[src/rtl/hbus_pkg.sv]
package hbus_pkg;

    localparam int WORD_W = 16;
    localparam int CA_W   = 48;

    typedef enum logic [2:0] {
        ST_IDLE,
        ST_CMD,
        ST_LAT,
        ST_WR,
        ST_RDCK,
        ST_RDWT,
        ST_RECOV
    } seq_state_e;

    typedef struct packed {
        logic        rd;
        logic        reg_space;
        logic        linear;
        logic [28:0] upper;
        logic [12:0] zero;
        logic [2:0]  lower;
    } cmd_word_t;

    typedef struct packed {
        logic [WORD_W-1:0] data;
        logic [1:0]        mask;
    } wr_beat_t;

    function automatic cmd_word_t make_cmd(input logic rd, input logic [31:0] waddr);
        cmd_word_t c;
        c.rd        = rd;
        c.reg_space = 1'b0;
        c.linear    = 1'b1;
        c.upper     = waddr[31:3];
        c.zero      = '0;
        c.lower     = waddr[2:0];
        return c;
    endfunction

    function automatic logic [WORD_W-1:0] cmd_slice(input cmd_word_t c, input logic [1:0] idx);
        logic [CA_W-1:0] v;
        v = c;
        case (idx)
            2'd0:    return v[47:32];
            2'd1:    return v[31:16];
            default: return v[15:0];
        endcase
    endfunction

endpackage

[src/rtl/hbus_lat_ctl.sv]
module hbus_lat_ctl #(
    parameter int LAT_CYC = 4
) (
    input  logic clk,
    input  logic rst,
    input  logic sample,
    input  logic load,
    input  logic run,
    input  logic rwds_i,
    output logic done
);
    localparam int CNT_W = $clog2(2 * LAT_CYC + 1);

    logic             dbl_q;
    logic [CNT_W-1:0] cnt_q;

    always_ff @(posedge clk) begin
        if (rst) begin
            dbl_q <= 1'b0;
            cnt_q <= '0;
        end else begin
            if (sample) begin
                dbl_q <= rwds_i;
            end
            if (load) begin
                cnt_q <= dbl_q ? CNT_W'(2 * LAT_CYC - 1) : CNT_W'(LAT_CYC - 1);
            end else if (run && cnt_q != '0) begin
                cnt_q <= cnt_q - 1'b1;
            end
        end
    end

    assign done = run && (cnt_q == '0);

    // the latency choice stays fixed while latency runs
    a_r3_dbl_stable: assert property (@(posedge clk) disable iff (rst)
        run |-> $stable(dbl_q));

endmodule

[src/rtl/hbus_wr_beat.sv]
module hbus_wr_beat
    import hbus_pkg::*;
(
    input  logic              clk,
    input  logic              rst,
    input  logic              cap,
    input  logic              wr_phase,
    input  logic              av_write,
    input  logic [WORD_W-1:0] av_writedata,
    input  logic [1:0]        av_byteenable,
    output wr_beat_t          beat,
    output logic              sent,
    output logic              held
);
    logic     held_q;
    wr_beat_t hold_q;

    always_ff @(posedge clk) begin
        if (rst) begin
            held_q <= 1'b0;
            hold_q <= '0;
        end else if (cap) begin
            held_q <= 1'b1;
            hold_q <= wr_beat_t'{data: av_writedata, mask: ~av_byteenable};
        end else if (wr_phase && held_q) begin
            held_q <= 1'b0;
        end
    end

    assign beat = held_q ? hold_q : wr_beat_t'{data: av_writedata, mask: ~av_byteenable};
    assign sent = wr_phase && (held_q || av_write);
    assign held = held_q;

    // the captured first beat only leaves during the data phase
    a_r4_held_sent: assert property (@(posedge clk) disable iff (rst)
        $fell(held_q) |-> $past(wr_phase));

endmodule

[src/rtl/hbus_rd_drop.sv]
module hbus_rd_drop #(
    parameter int BURST_W = 8
) (
    input  logic               clk,
    input  logic               rst,
    input  logic               start,
    input  logic [BURST_W-1:0] burst,
    input  logic               active,
    input  logic               rx_valid,
    output logic               fwd,
    output logic               last
);
    logic               first_q;
    logic [BURST_W-1:0] left_q;

    always_ff @(posedge clk) begin
        if (rst) begin
            first_q <= 1'b0;
            left_q  <= '0;
        end else if (start) begin
            first_q <= 1'b1;
            left_q  <= burst;
        end else if (active && rx_valid) begin
            if (first_q) begin
                first_q <= 1'b0;
            end else if (left_q != '0) begin
                left_q <= left_q - 1'b1;
            end
        end
    end

    assign fwd  = active && rx_valid && !first_q && (left_q != '0);
    assign last = fwd && (left_q == BURST_W'(1));

    // nothing is forwarded in the cycle after the final word
    a_r8_no_extra: assert property (@(posedge clk) disable iff (rst)
        last |=> !fwd);

endmodule

[src/rtl/hbus_seq.sv]
module hbus_seq
    import hbus_pkg::*;
#(
    parameter int ADDR_W    = 22,
    parameter int BURST_W   = 8,
    parameter int LAT_CYC   = 4,
    parameter int RECOV_CYC = 4
) (
    input  logic               clk,
    input  logic               rst,
    input  logic [ADDR_W-1:0]  av_address,
    input  logic               av_read,
    input  logic               av_write,
    input  logic [15:0]        av_writedata,
    input  logic [1:0]         av_byteenable,
    input  logic [BURST_W-1:0] av_burstcount,
    output logic               av_waitrequest,
    output logic [15:0]        av_readdata,
    output logic               av_readdatavalid,
    output logic               hb_cs_n,
    output logic               hb_ck_en,
    output logic [15:0]        hb_dq_o,
    output logic               hb_dq_oe,
    output logic [1:0]         hb_rwds_o,
    output logic               hb_rwds_oe,
    input  logic               hb_rwds_i,
    input  logic [15:0]        rx_data,
    input  logic               rx_valid
);
    localparam int CK_W  = BURST_W + 1;
    localparam int REC_W = $clog2(RECOV_CYC + 1);

    seq_state_e         st_q;
    logic [1:0]         idx_q;
    logic               is_rd_q;
    cmd_word_t          cmd_q;
    logic [BURST_W-1:0] beats_q;
    logic [CK_W-1:0]    clks_q;
    logic [REC_W-1:0]   rec_q;

    logic     accept, lat_done, wr_sent, wr_held, rd_fwd, rd_last, rd_active;
    wr_beat_t beat;

    assign accept    = (st_q == ST_IDLE) && (av_read || av_write);
    assign rd_active = (st_q == ST_RDCK) || (st_q == ST_RDWT);

    hbus_lat_ctl #(.LAT_CYC(LAT_CYC)) lat_i (
        .clk    (clk),
        .rst    (rst),
        .sample (st_q == ST_CMD && idx_q == 2'd0),
        .load   (st_q == ST_CMD && idx_q == 2'd2),
        .run    (st_q == ST_LAT),
        .rwds_i (hb_rwds_i),
        .done   (lat_done)
    );

    hbus_wr_beat wr_i (
        .clk           (clk),
        .rst           (rst),
        .cap           (accept && !av_read),
        .wr_phase      (st_q == ST_WR),
        .av_write      (av_write),
        .av_writedata  (av_writedata),
        .av_byteenable (av_byteenable),
        .beat          (beat),
        .sent          (wr_sent),
        .held          (wr_held)
    );

    hbus_rd_drop #(.BURST_W(BURST_W)) rd_i (
        .clk      (clk),
        .rst      (rst),
        .start    (accept && av_read),
        .burst    (av_burstcount),
        .active   (rd_active),
        .rx_valid (rx_valid),
        .fwd      (rd_fwd),
        .last     (rd_last)
    );

    always_ff @(posedge clk) begin
        if (rst) begin
            st_q    <= ST_IDLE;
            idx_q   <= '0;
            is_rd_q <= 1'b0;
            cmd_q   <= '0;
            beats_q <= '0;
            clks_q  <= '0;
            rec_q   <= '0;
        end else begin
            case (st_q)
                ST_IDLE: begin
                    if (accept) begin
                        st_q    <= ST_CMD;
                        idx_q   <= '0;
                        is_rd_q <= av_read;
                        cmd_q   <= make_cmd(av_read, 32'(av_address));
                        beats_q <= av_burstcount;
                        clks_q  <= CK_W'(av_burstcount) + CK_W'(1);
                    end
                end
                ST_CMD: begin
                    idx_q <= idx_q + 2'd1;
                    if (idx_q == 2'd2) begin
                        st_q <= ST_LAT;
                    end
                end
                ST_LAT: begin
                    if (lat_done) begin
                        st_q <= is_rd_q ? ST_RDCK : ST_WR;
                    end
                end
                ST_WR: begin
                    if (wr_sent) begin
                        beats_q <= beats_q - 1'b1;
                        if (beats_q == BURST_W'(1)) begin
                            st_q  <= ST_RECOV;
                            rec_q <= REC_W'(RECOV_CYC - 1);
                        end
                    end
                end
                ST_RDCK: begin
                    clks_q <= clks_q - 1'b1;
                    if (rd_last) begin
                        st_q  <= ST_RECOV;
                        rec_q <= REC_W'(RECOV_CYC - 1);
                    end else if (clks_q == CK_W'(1)) begin
                        st_q <= ST_RDWT;
                    end
                end
                ST_RDWT: begin
                    if (rd_last) begin
                        st_q  <= ST_RECOV;
                        rec_q <= REC_W'(RECOV_CYC - 1);
                    end
                end
                ST_RECOV: begin
                    if (rec_q == '0) begin
                        st_q <= ST_IDLE;
                    end else begin
                        rec_q <= rec_q - 1'b1;
                    end
                end
                default: st_q <= ST_IDLE;
            endcase
        end
    end

    assign hb_cs_n = !(st_q == ST_CMD || st_q == ST_LAT || st_q == ST_WR || st_q == ST_RDCK);
    assign hb_ck_en = (st_q == ST_CMD) || (st_q == ST_LAT) || (st_q == ST_RDCK)
                    || (st_q == ST_WR && wr_sent);
    assign hb_dq_oe   = (st_q == ST_CMD) || (st_q == ST_WR);
    assign hb_dq_o    = (st_q == ST_CMD) ? cmd_slice(cmd_q, idx_q) : beat.data;
    assign hb_rwds_oe = (st_q == ST_WR);
    assign hb_rwds_o  = beat.mask;

    assign av_waitrequest   = !((st_q == ST_IDLE) || (st_q == ST_WR && !wr_held));
    assign av_readdata      = rx_data;
    assign av_readdatavalid = rd_fwd;

    // a taken request makes the port busy in the next cycle
    a_r1_busy_after_accept: assert property (@(posedge clk) disable iff (rst)
        accept |=> av_waitrequest);

    // chip select never pulses high for a single cycle only
    a_r9_cs_gap: assert property (@(posedge clk) disable iff (rst)
        $rose(hb_cs_n) |=> hb_cs_n);

    // the read clock stops no later than chip select rises
    a_r7_no_clock_cs_high: assert property (@(posedge clk) disable iff (rst)
        hb_cs_n |-> !hb_ck_en);

endmodule

[config.mk]
export PLATFORM = sky130hd
export DESIGN_NAME = hbus_seq
export DESIGN_NICKNAME = d
export VERILOG_FILES = /design/src/rtl/hbus_pkg.sv /design/src/rtl/hbus_lat_ctl.sv /design/src/rtl/hbus_wr_beat.sv /design/src/rtl/hbus_rd_drop.sv /design/src/rtl/hbus_seq.sv
export SDC_FILE = /design/constraint.sdc
export NUM_CORES = 1
export LEC_CHECK = 0
export BUFFER_PORTS_ARGS = -buffer_cell sky130_fd_sc_hd__buf_2
export CAP_MARGIN = 20
export CORE_ASPECT_RATIO = 2
export CORE_UTILIZATION = 40
export CTS_BUF_LIST = sky130_fd_sc_hd__clkbuf_8
export CTS_CLUSTER_SIZE = 20
export DETAILED_ROUTE_END_ITERATION = 8
export HOLD_SLACK_MARGIN = 0.06
export PLACE_DENSITY_LB_ADDON = 0.25
export SLEW_MARGIN = 5
export SYNTH_ARGS = -nofsm -noshare
export SYNTH_HDL_FRONTEND = slang
export SYNTH_SLANG_ARGS = --single-unit
[constraint.sdc]
create_clock -name clk -period 1.7 [get_ports clk]
set_input_delay 0.085 -clock clk [delete_from_list [all_inputs] [get_ports clk]]
set_output_delay 0.085 -clock clk [all_outputs]
set_load 0.03 [all_outputs]
Word-level counts from Yosys, hierarchy flattened
Cells that the tools add are included.
- register bits: 82
- input bits: 70
- output and inout bits: 40
- word-level logic and storage cells: 135
- add/subtract/negate cells: 7
- eq/ne operators: 22
- muxes and demuxes: 37
- bitwise operators: 1
- reductions and logical operators: 52
- operators with widths (kind ; number):
    $mux 8 ; 6
    $mux 3 ; 15
    $pmux 16 s2 ; 1
    $pmux 3 s7 ; 1
    $mux 18 ; 1
    $pmux 9 s2 ; 1
    $eq 8x1->1 const B ; 2
    $mux 16 ; 1
    $pmux 8 s2 ; 1
    $sub 8x1->8 const B ; 2
    $logic_and 1x1->1 ; 15
    $ne 2x2->1 const B ; 7
    $reduce_bool 2->1 ; 7
    $logic_or 1x1->1 ; 10
    $add 8x1->9 const B ; 1
    $eq 3x3->1 const B ; 3
    $eq 9x1->1 const B ; 1
    $mux 9 ; 1
    $pmux 3 s3 ; 1
    $sub 9x1->9 const B ; 1
    $mux 4 ; 2
    $reduce_and 8->1 ; 1
    $reduce_bool 8->1 ; 1
    $eq 3x2->1 const B ; 2
    other kinds (22) ; 35

Longest topological paths before layout
Gate-level depths: netlist (run 1).
- depth in word-level cells: 8
- depth in mapped cells: 9
- depth with buffers taken out: 7

Cells and area by module
From an unflattened synthesis (run 1), not the netlist that was laid out.
- cells, all modules: 598
- area, all modules: 4827.1 sq um
- by module, submodules not included (module ; instances ; cells an instance ; area an instance (sq um) ; sequential area each (sq um)):
    hbus_seq ; 1 ; 414 ; 3061.7 ; 980.9
    hbus_wr_beat ; 1 ; 85 ; 918.4 ; 380.4
    hbus_rd_drop ; 1 ; 68 ; 575.6 ; 180.2
    hbus_lat_ctl ; 1 ; 31 ; 271.5 ; 100.1

Least setup slack after synthesis (run 1)
OpenSTA, ideal clock, no wires.
- kind: reg2out
- start: register st_q[0]
- end: output port hb_dq_o[10]
- data arrival time: 2021 ps
- data required time: 1615 ps
- path slack: -406 ps
- stages on the path, launching flop included: 8
- buffers on the path: 3
- cell sequence: dfxtp_1 buf_6 nor2b_1 nor2b_1 clkbuf_1 buf_2 nand3_1 o21ai_0
- longest elaborated chain between the ends: 2
- ends and longest elaborated chain (what ; line ; text):
    start: declaration ; hbus_seq.sv:33 ; seq_state_e st_q;
    start signal: assignment ; hbus_seq.sv:110 ; st_q <= is_rd_q ? ST_RDCK : ST_WR;
    $eq 3x1->1 ; hbus_seq.sv:153 ; assign hb_dq_o = (st_q == ST_CMD) ? cmd_slice(cmd_q, idx_q) : beat.data;
    $mux 16 ; hbus_seq.sv:153 ;
    end: declaration ; hbus_seq.sv:22 ; output logic [15:0] hb_dq_o,
No other way between the ends.

Worst setup path after layout (run 1)
- start: register st_q[0]
- end: output port hb_dq_o[11]
The elaborated chain is that of the path after synthesis.

==> qor.yml, run 1 <==
status:
  status: "complete, but fails checks"
  violations: "setup timing"
pwr:
  vdd_drop_max_uv: 1152
  p_leak_uw: 0.002767
  power_density_mw_per_mm2: 1627
critical_path:
  r2r-start: "st_q[0]"
  max_stage_delay_ns: 0.38
  cp-end-kind: "output port"
  crit_path_start: "st_q[0]"
  crit_path_max_fanout: 9
  path_buf_inv: 3
  slowest_stage: "dfxtp_4"
  arrival_ns: 1.79
  worstPathRequired_ns: 1.62
  crit_type: "reg2out"
  crit_path_start_kind: "register"
  crit_chain: "buf_6, nor2b_4, nor2b_4, buf_12, nand3_1, o21ai_2, buf_6"
  path_delay_family: "simple AND/OR/NAND/NOR gates"
yosys:
  synth_edf_count: 0
  ys_seq_area_frac: 0.3606
  yosys_most_used_dff: "dfxtp_1"
  synthArstFlopShare: 0
  ys_seq_elements: 82
  avgSynthCellArea_um2: 7.689
  synth_area_mm2: 0.004552
  synth.distinct_cells: 56
  synth_top_cell_by_area: "dfxtp_1"
  syn_inst: 592
  synth_area_leaders: "dfxtp_1, nand2_1, a21oi_1"
  synth_top_area_frac: 0.3606
  ys.warnings.count: 0
  syn_nets: 676
place:
  io_buffers: 77
  place_area_mm2: 0.005403
  routabilityCongestion: 0.8192
  pre_cts_ws_ns: -0.1740
  dp_hpwl_mm: 9.663
clock_tree:
  clk_pin_slew_ns: 0.08
  cts.sinks: 82
  cts_buffers: 9
  clk_latency_ns: 0.36
  cts_htree_levels: 3
  root_buffer: "clkbuf_8"
  clk_path_buf_depth: 2
  cts_tree: "done"
die:
  die_h_um: 152.9
  dieArea_mm2: 0.01184
  io_pins: 110
  initial_core_util: 0.4133
  num_rows: 54
  coreArea_mm2: 0.01101
  die_w_um: 77.43
global_routing:
  grt_max_degree: 78
  grt_overflow: 0
  antenna_found_initial: 0
  grt_pass1_vias: 4835
  grt_use_total: 0.2381
  grt_pass1_wl_mm: 22.52
run:
  max_cap_viol_count: 0
worst_hold_path:
  worstHoldStart: "av_burstcount[2]"
  hp-class: "in2reg"
sta:
  relSlewSlack: 0.7002
  rsz0062_at_grt: "true"
  tightestPinTransition_ns: 0.4497
  setup_tns_ns: -2.651
  setup-violations-final: 29
  timing.final.ws_setup_ns: -0.1775
  post-route-period-util: 1.104
  fmax_mhz: 532.6
  drv_slew: 0
  skew_ns: 0.006939
  period_minus_slack_ns: 1.877
  hold_viol: 0
routing:
  drt_iter0_drc: 196
  wire_per_inst_um: 16.89
  vias: 5025
  drcViolationCount: 0
  drt_wl_total_mm: 15.30
  dr.pass1.iters: 5
  ant_nets: 0
  via_per_inst: 5.546
finish:
  register_area_mm2: 0.001664
  area_growth_pct: 52.28
  fillCellCount: 900
  fin_area_mm2: 0.006932
  antenna_cells: 0
  multiInputGateArea_mm2: 0.003000
  layout-drive-gt1-share: 0.3747
  layout.nets: 845
  fin_util: 0.6294
==> cells in the final DEF, fill, tap and decap left out, types with 10 or more instances in the layout <==
cell type	n
clkbuf_8	10
inv_1	17
mux2i_1	20
buf_6	32
a21oi_2	11
dfxtp_1	70
buf_2	57
nand2_1	102
a21oi_1	58
buf_4	71
nand3_1	26
nor2_1	37
dlygate4sd3_1	43
==> worst reg2reg max path: stages, from the launching register on <==
cell,delay [ns]
dfxtp_4,0.37
buf_12,0.13
buf_6,0.11
or2_4,0.24
a221o_2,0.45
o21ai_1,0.16
o21ai_1,0.07
and2_1,0.15
==> cells in the mapped netlist (3+ instances only) <==
cell        n
a221oi_1    4
a31oi_1     9
nand3_1    28
a21oi_1    71
dfxtp_1    82
o22ai_1     5
nand2_1   108
o21ai_0    25
nand4_1     3
buf_6       3
clkbuf_1   19
nor4_1      3
nand2b_1    4
buf_1       5
a22oi_1     3
buf_4      19
and3_1      4
inv_1      22
xor2_1      3
nand3b_1    3
buf_2       9
a22o_1      4
and2_1      3
nor2_1     43
mux2i_1    21
xnor2_1     8
nor3_1     13
ha_1       14
nor2b_1     6
a211oi_1   13
==> through the flow <==
| step | hold WS (ns) | instances | total power [uW] |
|---|---|---|---|
| 5_1_grt | 0.1085 | 906 | 11920 |
| 6_report | 0.09558 | 906 | 11280 |
| 3_3_place_gp | 0.1702 | 819 | 7721 |
| 2_1_floorplan | 0.1806 | 592 | 6119 |
| 4_1_cts | 0.08470 | 888 | 10100 |
| 3_5_place_dp | 0.1702 | 819 | 7855 |
==> kinds of logic after synthesis <==
| kind of cell | Yosys count | share of synthesized area |
|---|---|---|
| XOR/XNOR | 11 | 0.02117 |
| buffers and inverters | 77 | 0.08659 |
| AO/OA/AOI/OAI | 152 | 0.2059 |
| multiplexers | 21 | 0.04618 |
| AND/OR/NAND/NOR | 235 | 0.2411 |
| adder cells (fa/ha/maj) | 14 | 0.03848 |
| flip-flops | 82 | 0.3606 |
==> layer usage <==
layer / vias to the layer above / track usage / share of wire
li1: 2398 / - / -
met1: 2400 / 0.2324 / 0.35
met2: 180 / 0.4652 / 0.56
met3: 47 / 0.03224 / 0.039
met4: 0 / 0.1267 / 0.043
met5: - / 0 / 0
==> where the power goes <==
group	switching (uW)	internal, uW
clock network	731	709
registers	444	2430
logic	3710	3260
==> final timing paths <==
path	endpoint	slack [ns]	cells past startpoint
min	rd_i.left_q[2]	0.1	3
max reg2reg	beats_q[2]	-0.09	7
max	hb_dq_o[11]	-0.18	7
min reg2reg	cmd_q[34]	0.46	2
==> cell type report <==
type / count / share of cell area
multi-input combinational: 433 / 0.4329
timing repair buffer: 213 / 0.2610
sequential: 82 / 0.2401
tap: 140 / 0.02527
clock buffer: 10 / 0.01986
inverter: 22 / 0.01245
clock inverter: 6 / 0.008484
==> flip-flops by register name, indices dropped and copies added (netlist names), 2 cells and up <==
signal	cells
st_q	3
lat_i.cnt_q	4
clks_q	9
idx_q	2
rec_q	3
beats_q	8
rd_i.left_q	8
cmd_q	24
wr_i.hold_q	18
==> what timing repair did <==
action | in CTS | in global routing
pin swaps | 18 | 35
setup buffers | 10 | 17
setup endpoints to repair | 65 | 60
hold buffers | 43 | 0
endpoints found under the hold margin | 43 | 0
cloned | 0 | 2
resized for setup | 86 | 83
Power figures use the tool's default switching activity.
==> inputs of run 2 (changes only) <==
CELL_PAD_IN_SITES_DETAIL_PLACEMENT = 2   (was not set)
CELL_PAD_IN_SITES_GLOBAL_PLACEMENT = 2   (was not set)
CORE_MARGIN = 1.5   (was not set)
CORE_UTILIZATION = 28   (was 40)
SLEW_MARGIN = not set   (was 5)
==> run 2 against run 1 <==
  * The flow still finishes with violations (setup timing)
  * Fmax decreased by 1.5%
  * Critical path depth fell by 1
  * Count of clock-buffer cells in the layout unchanged
  * Largest cell class unchanged
  * Sequential cell count unchanged
  * First-iteration DRC count fell by 46%
  * Utilization fell by 17 points
  * Wire length up 38%
  * Register-to-register slack got worse by 0.12 ns
  * Sequential power is essentially flat
  * Critical path type is now reg2reg
  * Largest power group unchanged
  * Clock skew up 0.0091 ns
  * Global-route usage decreased by 1.3 points
==> qor.yml, run 2 (same netlist as run 1, synthesis figures left out) <==
routing:
  via_per_inst: 5.278  # was 5.546
  dr.pass1.iters: 4  # was 5
  ant_nets: 0  # unchanged
  wire_per_inst_um: 21.53  # was 16.89 um
  drt_iter0_drc: 105  # was 196
  vias: 5172  # was 5025
  drcViolationCount: 0  # unchanged
  drt_wl_total_mm: 21.10  # was 15.30 mm
finish:
  layout.nets: 858  # was 845
  fin_area_mm2: 0.007274  # was 0.006932 mm^2
  fillCellCount: 1768  # was 900
  largest-register: "cmd_q"  # unchanged
  layout-drive-gt1-share: 0.4159  # was 0.3747
  reg_top3: "cmd_q: 24 flops, wr_i.hold_q: 18 flops, clks_q: 9 flops"  # unchanged
  final_common_cell: "nand2_1"  # unchanged
  final_cell_mix: "nand2_1, buf_4, dfxtp_1"  # unchanged
  largest_reg_flops: 24  # unchanged
  register_area_mm2: 0.001664  # unchanged
  multiInputGateArea_mm2: 0.003133  # was 0.003000 mm^2
  antenna_cells: 0  # unchanged
  stdcell_count: 980  # was 906
  area_growth_pct: 59.81  # was 52.28%
pwr:
  switching_share: 0.4517  # was 0.4330
  power_frac_seq: 0.235  # was 0.255
  p_leak_uw: 0.002870  # was 0.002767 uW
  p_sw_uw: 5552  # was 4882 uW
  power.internal_uw: 6739  # was 6394 uW
  vdd_drop_max_uv: 921.2  # was 1152 uV
  power_density_mw_per_mm2: 1690  # was 1627 mW/mm^2
  clkPwrFrac: 0.128  # about the same
  combPwrFrac: 0.637  # was 0.618
clock_tree:
  cts_htree_levels: 3  # unchanged
  cts.sinks: 82  # unchanged
  root_buffer: "clkbuf_8"  # unchanged
  clk_latency_ns: 0.38  # was 0.36 ns
  clk_path_buf_depth: 2  # unchanged
  cts_buffers: 9  # unchanged
  cts_tree: "done"  # unchanged
  clk_pin_slew_ns: 0.10  # was 0.08 ns
place:
  routabilityCongestion: 0.8041  # was 0.8192
  place_area_mm2: 0.005487  # was 0.005403 mm^2
  dpl.cell_count: 881  # was 819
  dp_hpwl_mm: 13.23  # was 9.663 mm
  io_buffers: 77  # unchanged
sta:
  period_minus_slack_ns: 1.907  # was 1.877 ns
  setup-violations-final: 54  # was 29
  timing.final.ws_setup_ns: -0.2069  # was -0.1775 ns
  skew_ns: 0.01600  # was 0.006939 ns
  relSlewSlack: 0.7025  # was 0.7002
  drv_slew: 0  # unchanged
  hold_viol: 0  # unchanged
  tightestPinTransition_ns: 0.4463  # was 0.4497 ns
  worst_hold_slack_ns: 0.08761  # was 0.09558 ns
  fmax_mhz: 524.4  # was 532.6 MHz
  rsz0062_at_grt: "true"  # unchanged
  post-route-period-util: 1.122  # was 1.104
global_routing:
  antenna_found_initial: 0  # unchanged
  grt_max_degree: 78  # unchanged
  grt_pass1_vias: 5716  # was 4835
  grt_use_total: 0.2253  # was 0.2381
  grt_overflow: 0  # unchanged
  grt_pass1_wl_mm: 29.58  # was 22.52 mm
critical_path:
  r2r_cells: 6  # was 7
  r2r-start: "st_q[0]"  # unchanged
  crit_type: "reg2reg"  # was reg2out
  crit_path_max_fanout: 4  # was 9
  cp-end-kind: "register"  # was output port
  crit_path_start_kind: "register"  # unchanged
  worstPathRequired_ns: 1.96  # was 1.62 ns
  arrival_ns: 2.17  # was 1.79 ns
  timing.rr.end: "clks_q[7]"  # was beats_q[2]
  r2r_slack_ns: -0.21  # was -0.09 ns
run:
  max_cap_viol_count: 0  # unchanged
die:
  coreArea_mm2: 0.01586  # was 0.01101 mm^2
  dieArea_mm2: 0.01708  # was 0.01184 mm^2
  num_rows: 65  # was 54
  io_pins: 110  # unchanged
  die_w_um: 93.16  # was 77.43 um
  initial_core_util: 0.2870  # was 0.4133
  die_h_um: 183.3  # was 152.9 um
worst_hold_path:
  worstHoldStart: "av_burstcount[5]"  # was av_burstcount[2]
  hold_path_end: "rd_i.left_q[5]"  # was rd_i.left_q[2]
  hp-class: "in2reg"  # unchanged
  min_path_cells: 3  # unchanged
status:
  violations: "setup timing"  # unchanged
  status: "complete, but fails checks"  # unchanged
## run 2: repair_timing
action,CTS,global route
cloned,1,1
hold buffers,42,0
setup buffers,19,21
hold endpoints to repair,42,0
resized for setup,111,88
pin swaps,20,39
endpoints found under the setup margin,62,63
## run 2: how the worst max path moves through the flow
stage                    start    endpoint  slack [ns]  depth (start not counted)
finish                 st_q[0]   clks_q[7]       -0.21                          6
detailed placement  beats_q[1]     st_q[0]       -0.24                          8
global route           st_q[0]   clks_q[7]       -0.24                          6
global placement    beats_q[1]     st_q[0]       -0.13                          8
CTS                    st_q[0]  hb_dq_o[4]       -0.17                          7
floorplan              st_q[1]  hb_dq_o[0]      -0.004                          6
## run 2: through the flow
stage          setup WS [ns]  power, uW    util   TNS, ns
2_1_floorplan      -0.003676       6119       -  -0.01103
3_3_place_gp         -0.1335       7962  0.3460   -0.9075
3_5_place_dp         -0.2375       8206  0.3460    -2.708
4_1_cts              -0.1652      10970  0.4233    -2.234
5_1_grt              -0.2429      12950  0.4587    -9.033
6_report             -0.2069      12290  0.4587    -3.801
## run 2: layout make-up
type / instances / area share
clock buffers: 10 / 0.01892
inverters: 22 / 0.01256
clock inverters: 6 / 0.009976
repair buffers: 226 / 0.2645
flip-flops and latches: 82 / 0.2288
well taps: 201 / 0.03457
multi-input cells: 433 / 0.4307
## run 2: power by group through the flow
stage | Clock (uW) | Combinational [uW] | Sequential [uW]
floorplan | 0 | 3410 | 2710
global placement | 0 | 5200 | 2760
detailed placement | 0 | 5420 | 2790
CTS | 1610 | 6540 | 2820
global route | 1680 | 8320 | 2940
finish | 1570 | 7830 | 2890
## run 2: worst max-delay path: stages, from the launching register on
cell and delay (ns):
dfxtp_2 0.35, buf_12 0.12, buf_4 0.14, or3b_4 0.40, nor4_4 0.34, nor3_2 0.10, a2111oi_2 0.35
## run 2: routing by layer
layer / vias to the layer above / track usage / wire length (um)
met5: - / 0 / 0
met1: 2618 / 0.2031 / 7019
met4: 0 / 0.05818 / 459
met2: 102 / 0.4905 / 13180
met3: 30 / 0.02944 / 443
li1: 2422 / - / -
